===== src/rtl/scan_pkg.sv =====
package scan_pkg;
   // Internal format classification after decoding the 5-bit storage field
   localparam logic [1:0] FMT_NONE = 2'd0;
   localparam logic [1:0] FMT_W32  = 2'd1;
   localparam logic [1:0] FMT_W16  = 2'd2;

   // Bit positions inside the packed configuration words
   localparam int PTR_LO = 0;
   localparam int WID_LO = 9;
   localparam int FMT_LO = 15;
   localparam int DWX_LO = 32;
   localparam int DHY_LO = 44;

   // Everything carried from the address cycle to the pixel cycle
   typedef struct packed {
      logic       act;
      logic       win;
      logic       hs;
      logic       vs;
      logic       eof;
      logic       half;
      logic [1:0] fmt;
      logic       en;
   } stage_t;

   function automatic logic [7:0] widen5(input logic [4:0] c);
      return {c, c[4:2]};
   endfunction
endpackage


===== src/rtl/scan_timing.sv =====
module scan_timing #(
   parameter int H_ACTIVE = 16,
   parameter int H_FRONT  = 2,
   parameter int H_SYNC   = 2,
   parameter int H_BACK   = 2,
   parameter int V_ACTIVE = 8,
   parameter int V_FRONT  = 1,
   parameter int V_SYNC   = 1,
   parameter int V_BACK   = 1,
   parameter int HW       = 5,
   parameter int VW       = 4
) (
   input  logic          clk,
   input  logic          rst_n,
   output logic [HW-1:0] hpos,
   output logic [VW-1:0] vpos,
   output logic          act,
   output logic          hs,
   output logic          vs,
   output logic          eof
);
   localparam int HTOT   = H_ACTIVE + H_FRONT + H_SYNC + H_BACK;
   localparam int VTOT   = V_ACTIVE + V_FRONT + V_SYNC + V_BACK;
   localparam int HS_BEG = H_ACTIVE + H_FRONT;
   localparam int HS_END = HS_BEG + H_SYNC;
   localparam int VS_BEG = V_ACTIVE + V_FRONT;
   localparam int VS_END = VS_BEG + V_SYNC;
   localparam logic [HW-1:0] H_LAST = HW'(HTOT - 1);
   localparam logic [VW-1:0] V_LAST = VW'(VTOT - 1);

   logic [HW-1:0] hcnt;
   logic [VW-1:0] vcnt;

   always_ff @(posedge clk or negedge rst_n) begin
      if (!rst_n) begin
         hcnt <= '0;
         vcnt <= '0;
      end else if (hcnt == H_LAST) begin
         hcnt <= '0;
         vcnt <= (vcnt == V_LAST) ? '0 : vcnt + 1'b1;
      end else begin
         hcnt <= hcnt + 1'b1;
      end
   end

   always_comb begin
      hpos = hcnt;
      vpos = vcnt;
      act  = (int'(hcnt) < H_ACTIVE) && (int'(vcnt) < V_ACTIVE);
      hs   = (int'(hcnt) >= HS_BEG) && (int'(hcnt) < HS_END);
      vs   = (int'(vcnt) >= VS_BEG) && (int'(vcnt) < VS_END);
      eof  = (hcnt == H_LAST) && (vcnt == V_LAST);
   end
endmodule


===== src/rtl/scan_addr.sv =====
module scan_addr
   import scan_pkg::*;
#(
   parameter int ADDR_W = 32,
   parameter int HW     = 5,
   parameter int VW     = 4
) (
   input  logic [HW-1:0]     hpos,
   input  logic [VW-1:0]     vpos,
   input  logic [63:0]       fb_cfg,
   input  logic [63:0]       area_cfg,
   output logic [ADDR_W-1:0] addr,
   output logic              win,
   output logic [1:0]        fmt
);
   logic [8:0]        ptr;
   logic [5:0]        wid;
   logic [4:0]        code;
   logic [ADDR_W-1:0] base, stride, xoff;

   always_comb begin
      ptr  = fb_cfg[PTR_LO +: 9];
      wid  = fb_cfg[WID_LO +: 6];
      code = fb_cfg[FMT_LO +: 5];
      unique case (code)
         5'd0:    fmt = FMT_W32;
         5'd2:    fmt = FMT_W16;
         default: fmt = FMT_NONE;
      endcase
      base = ADDR_W'(ptr) << 13;
      if (fmt == FMT_W16) begin
         stride = ADDR_W'(wid) << 7;
         xoff   = ADDR_W'(hpos) << 1;
      end else begin
         stride = ADDR_W'(wid) << 8;
         xoff   = ADDR_W'(hpos) << 2;
      end
      addr = base + ADDR_W'(vpos) * stride + xoff;
      win  = (32'(hpos) <= 32'(area_cfg[DWX_LO +: 12]))
          && (32'(vpos) <= 32'(area_cfg[DHY_LO +: 11]));
   end
endmodule


===== src/rtl/scan_decode.sv =====
module scan_decode
   import scan_pkg::*;
(
   input  logic [31:0] word,
   input  logic        half,
   input  logic [1:0]  fmt,
   input  logic        show,
   output logic [7:0]  r,
   output logic [7:0]  g,
   output logic [7:0]  b
);
   logic [15:0] px;

   always_comb begin
      px = half ? word[31:16] : word[15:0];
      r  = '0;
      g  = '0;
      b  = '0;
      if (show) begin
         unique case (fmt)
            FMT_W32: begin
               r = word[7:0];
               g = word[15:8];
               b = word[23:16];
            end
            FMT_W16: begin
               r = widen5(px[4:0]);
               g = widen5(px[9:5]);
               b = widen5(px[14:10]);
            end
            default: ;
         endcase
      end
   end
endmodule


===== src/rtl/fb_scanout.sv =====
module fb_scanout
   import scan_pkg::*;
#(
   parameter int H_ACTIVE = 16,
   parameter int H_FRONT  = 2,
   parameter int H_SYNC   = 2,
   parameter int H_BACK   = 2,
   parameter int V_ACTIVE = 8,
   parameter int V_FRONT  = 1,
   parameter int V_SYNC   = 1,
   parameter int V_BACK   = 1,
   parameter int ADDR_W   = 32,
   parameter bit SYNC_LOW = 1'b0
) (
   input  logic              clk,
   input  logic              rst_n,
   input  logic [63:0]       mode_cfg,
   input  logic [63:0]       fb_cfg,
   input  logic [63:0]       area_cfg,
   output logic [ADDR_W-1:0] ram_addr,
   input  logic [31:0]       ram_rdata,
   output logic              hsync,
   output logic              vsync,
   output logic              de,
   output logic              frame_end,
   output logic [7:0]        red,
   output logic [7:0]        green,
   output logic [7:0]        blue
);
   localparam int HTOT = H_ACTIVE + H_FRONT + H_SYNC + H_BACK;
   localparam int VTOT = V_ACTIVE + V_FRONT + V_SYNC + V_BACK;
   localparam int HW   = (HTOT > 1) ? $clog2(HTOT) : 1;
   localparam int VW   = (VTOT > 1) ? $clog2(VTOT) : 1;

   if (H_ACTIVE < 1 || H_FRONT < 1 || H_SYNC < 1 || H_BACK < 1) begin : g_bad_h
      $fatal(1, "horizontal timing lengths must all be at least 1");
   end
   if (V_ACTIVE < 1 || V_FRONT < 1 || V_SYNC < 1 || V_BACK < 1) begin : g_bad_v
      $fatal(1, "vertical timing lengths must all be at least 1");
   end
   if (ADDR_W < 23) begin : g_bad_a
      $fatal(1, "ADDR_W too narrow for the base pointer range");
   end

   logic [HW-1:0]     hpos;
   logic [VW-1:0]     vpos;
   logic              act, hs, vs, eof, win;
   logic [1:0]        fmt;
   stage_t            st_d, st_q;

   scan_timing #(
      .H_ACTIVE(H_ACTIVE), .H_FRONT(H_FRONT), .H_SYNC(H_SYNC), .H_BACK(H_BACK),
      .V_ACTIVE(V_ACTIVE), .V_FRONT(V_FRONT), .V_SYNC(V_SYNC), .V_BACK(V_BACK),
      .HW(HW), .VW(VW)
   ) u_timing (
      .clk(clk), .rst_n(rst_n), .hpos(hpos), .vpos(vpos),
      .act(act), .hs(hs), .vs(vs), .eof(eof)
   );

   scan_addr #(.ADDR_W(ADDR_W), .HW(HW), .VW(VW)) u_addr (
      .hpos(hpos), .vpos(vpos), .fb_cfg(fb_cfg), .area_cfg(area_cfg),
      .addr(ram_addr), .win(win), .fmt(fmt)
   );

   always_comb begin
      st_d.act  = act;
      st_d.win  = win;
      st_d.hs   = hs;
      st_d.vs   = vs;
      st_d.eof  = eof;
      st_d.half = ram_addr[1];
      st_d.fmt  = fmt;
      st_d.en   = mode_cfg[0];
   end

   always_ff @(posedge clk or negedge rst_n) begin
      if (!rst_n) st_q <= '0;
      else        st_q <= st_d;
   end

   scan_decode u_decode (
      .word(ram_rdata), .half(st_q.half), .fmt(st_q.fmt),
      .show(st_q.act & st_q.win & st_q.en),
      .r(red), .g(green), .b(blue)
   );

   if (SYNC_LOW) begin : g_sync_low
      assign hsync = ~st_q.hs;
      assign vsync = ~st_q.vs;
   end else begin : g_sync_high
      assign hsync = st_q.hs;
      assign vsync = st_q.vs;
   end

   assign de        = st_q.act;
   assign frame_end = st_q.eof;
endmodule


===== config.mk =====
export PLATFORM = sky130hd
export DESIGN_NAME = fb_scanout
export DESIGN_NICKNAME = d
export VERILOG_FILES = /design/src/rtl/scan_pkg.sv /design/src/rtl/scan_timing.sv /design/src/rtl/scan_addr.sv /design/src/rtl/scan_decode.sv /design/src/rtl/fb_scanout.sv
export SDC_FILE = /design/constraint.sdc
export NUM_CORES = 1
export LEC_CHECK = 0
export BUFFER_PORTS_ARGS = -buffer_cell sky130_fd_sc_hd__buf_2
export CAP_MARGIN = 20
export CORE_AREA = 2 2 110 112
export DETAILED_ROUTE_END_ITERATION = 8
export DIE_AREA = 0 0 112 114
export PLACE_DENSITY_LB_ADDON = 0.05
export SYNTH_ARGS = -nofsm -noshare
export SYNTH_HDL_FRONTEND = slang
export SYNTH_SLANG_ARGS = --single-unit

===== constraint.sdc =====
create_clock -name clk -period 18.24 [get_ports clk]
set_input_delay 4.56 -clock clk [delete_from_list [all_inputs] [get_ports clk]]
set_output_delay 4.56 -clock clk [all_outputs]
set_load 0.02 [all_outputs]

==> impl_metrics.tcl <==
set metrics [dict create \
    antenna_left 0 \
    antenna_cells 0 \
    initial_core_util 0.2283 \
    yosysTopAreaCell "dfrtp_1" \
    cp_max_fo 13 \
    grt_first_pass_wirelength_um 12510 \
    cts_hold_buf 0 \
    yosysTopAreaCellShare 0.1685 \
    synth_area_um2 2674 \
    slew_headroom 0.4190 \
    yosysSeqAreaShare 0.1685 \
    post-cts-setup-buffers 0 \
    slew_viol_final 0 \
    finalHoldViolCount 0 \
    synth_warnings 0 \
    status "finished clean" \
    crit_required_ns 13.68 \
    die_w_um 112 \
    rows 40 \
    drc_errors 0 \
    drv_cap 0 \
    ys_seq_elements 18 \
    cts-buffers-inserted 3 \
    synthCells 325 \
    synthTopCellsByArea "dfrtp_1 (17%), ha_1 (16%), fa_1 (10%)" \
    critPathTopFamily "adder cells" \
    ctsHtreeMaxLevel 1 \
    hpwl_um 6296 \
    min_from "u_timing.hpos[0]$_DFF_PN0_" \
    reg2reg_slack_ns 16.48 \
    drt_iter0_markers 125 \
    pin_count 286 \
    regArea_um2 450.4 \
    clk_latency_ns 0.25 \
    cts_sinks 18 \
    fmax_mhz 69.62 \
    finalCriticalPeriod_ns 14.36 \
    crit_path_frequent_cell "fa_1" \
    grt_pass1_vias 2575 \
    cpPeakStageDelay_ns 0.55 \
    p_leak_nw 1.815 \
    clock_path_buffers 2 \
    rr_startpoint "u_timing.vpos[0]$_DFFE_PN0P_" \
    nets 715 \
    rr_endpoint "st_q[7]$_DFF_PN0_" \
    multi_input_comb_area_um2 2023 \
    worst_pin_slew_ns 0.8715 \
    final.period_utilization 0.7875 \
    clock-skew-final_ns 0.003539 \
    drive_gt1_frac 0.3409 \
    avgSynthCellArea_um2 8.227 \
    synth_edf_count 0 \
    cts_tree "done" \
    n_fill_cell 1285 \
    slowest_stage "fa_1" \
    r2r_cells 7 \
    rsz0062_at_grt "false" \
    hold_depth 1 \
    viasPerCell 4.443 \
    grtUsageTotal 0.1176 \
    areaGrowthSynthToFinish_pct 30.09 \
    hold_path_class "flip-flop to flip-flop" \
    p_per_area_nw_per_um2 35.63 \
    final_cell_mix "buf_2 (126), nand2_1 (46), ha_1 (34)" \
    vias 2608 \
    finalSetupTns_ns 0 \
    first_pass_iters 4 \
    wl_um 7778 \
    gp_congestion 0.7444 \
    cp_cell_sequence "buf_2 > nor4_1 > nand2_1 > inv_1 > mux2i_1 > nand2b_1 > fa_1 > fa_1 > inv_1 > ha_1 > ha_1 > fa_1 > a21o_1 > a221oi_2 > nor3_1 > a211oi_2 > xnor2_1 > buf_2" \
    critPathKind "input port to primary output" \
    cts-root-buf "clkbuf_16" \
    core_um2 11710 \
    setup_viol 0 \
    setup.worst_path.start_class "input port" \
    async_flop_share 1.000 \
    synth_cell_types 45 \
    hold_ws_ns 0.5286 \
    dieArea_um2 12770 \
    vdd.ir_drop.worst_uv 36.57 \
    avgRoutedWirePerCell_um 13.25 \
    cts_resized 0 \
    path_buf_inv 4 \
    cts.clk_slew.worst_paths_ns 0.05 \
    io_buffer_count 126 \
    synthFlopType "dfrtp_1" \
    critPathArrivalTime_ns 9.80 \
    hold_end "u_timing.hpos[0]$_DFF_PN0_" \
    dieHeight_um 114 \
    worstSetupEndpointType "primary output" \
    antenna_found_initial 0 \
    grt_overflow 0 \
    final_common_cell "buf_2" \
    grt_max_degree 25 \
]
==> layer usage <==
layer / up-vias / track usage / part of all wire
met5: - / 0 / 0
met4: 0 / 0.02439 / 0.015
met3: 10 / 0.01807 / 0.056
met2: 92 / 0.2008 / 0.47
met1: 1188 / 0.1591 / 0.46
li1: 1318 / - / -
==> synthesized netlist by cell type (7+ instances only) <==
library cell / number
nand2_1: 46
ha_1: 34
a21oi_1: 25
inv_1: 23
nor2_1: 20
dfrtp_1: 18
nor2b_1: 16
mux2_2: 15
fa_1: 14
buf_4: 10
clkbuf_1: 10
o21ai_0: 10
mux2i_1: 7
nand2b_1: 7
nand3_1: 7
xnor2_1: 7
==> worst max-delay path by stage <==
| stage | startpoint | to | cells after the start |
|---|---|---|---|
| 6_report | fb_cfg[15] | ram_addr[20] | 18 |
| 5_1_grt | fb_cfg[15] | ram_addr[20] | 18 |
| 4_1_cts | fb_cfg[15] | ram_addr[20] | 18 |
| 3_5_place_dp | fb_cfg[15] | ram_addr[20] | 18 |
| 3_3_place_gp | fb_cfg[15] | ram_addr[20] | 18 |
| 2_1_floorplan | fb_cfg[15] | ram_addr[20] | 16 |
==> cell families (layout without fill, tap and decap cells) <==
logic type               Yosys count  in the layout  synth area share
adder cells (fa/ha/maj)           48             48            0.2639
AND/OR/NAND/NOR                  118            118            0.2157
flip-flops                        18             18            0.1685
multiplexers                      22             22           0.08938
XOR/XNOR                          13             13           0.04258
AO/OA/AOI/OAI                     56             56            0.1310
other                              1             10          0.001402
buffers and inverters             49            155           0.08750
==> flip-flops by register name, indices dropped and copies added (netlist names) <==
| signal | flops |
|---|---|
| vsync | 1 |
| de | 1 |
| u_timing.vpos | 4 |
| st_q | 5 |
| frame_end | 1 |
| hsync | 1 |
| u_timing.hpos | 5 |
==> power breakdown <==
part	total, mW	internal [mW]	switching [mW]
sequential	0.0402	0.0402	0.0000637
clock	0.0478	0.0333	0.0145
combinational	0.0359	0.0158	0.0201
total	0.124	0.0893	0.0347
==> cell type report <==
cell class / instances / area share
multi-input cells: 267 / 0.5817
clock buffers: 4 / 0.02554
well taps: 147 / 0.05288
inverters: 24 / 0.02590
flip-flops and latches: 18 / 0.1295
repair buffers: 127 / 0.1845
==> stage by stage <==
step,utilization,instances,area (um^2),worst slack [ns],power [mW]
6_report,0.2970,587,3478,3.876,0.1239
4_1_cts,0.2960,586,3467,3.788,0.1260
2_1_floorplan,-,334,2708,5.151,0.06313
3_3_place_gp,0.2885,582,3378,3.792,0.07690
5_1_grt,0.2970,587,3478,3.434,0.1326
3_5_place_dp,0.2885,582,3378,3.829,0.07685
No activity file was read; power rests on OpenSTA's default activity.
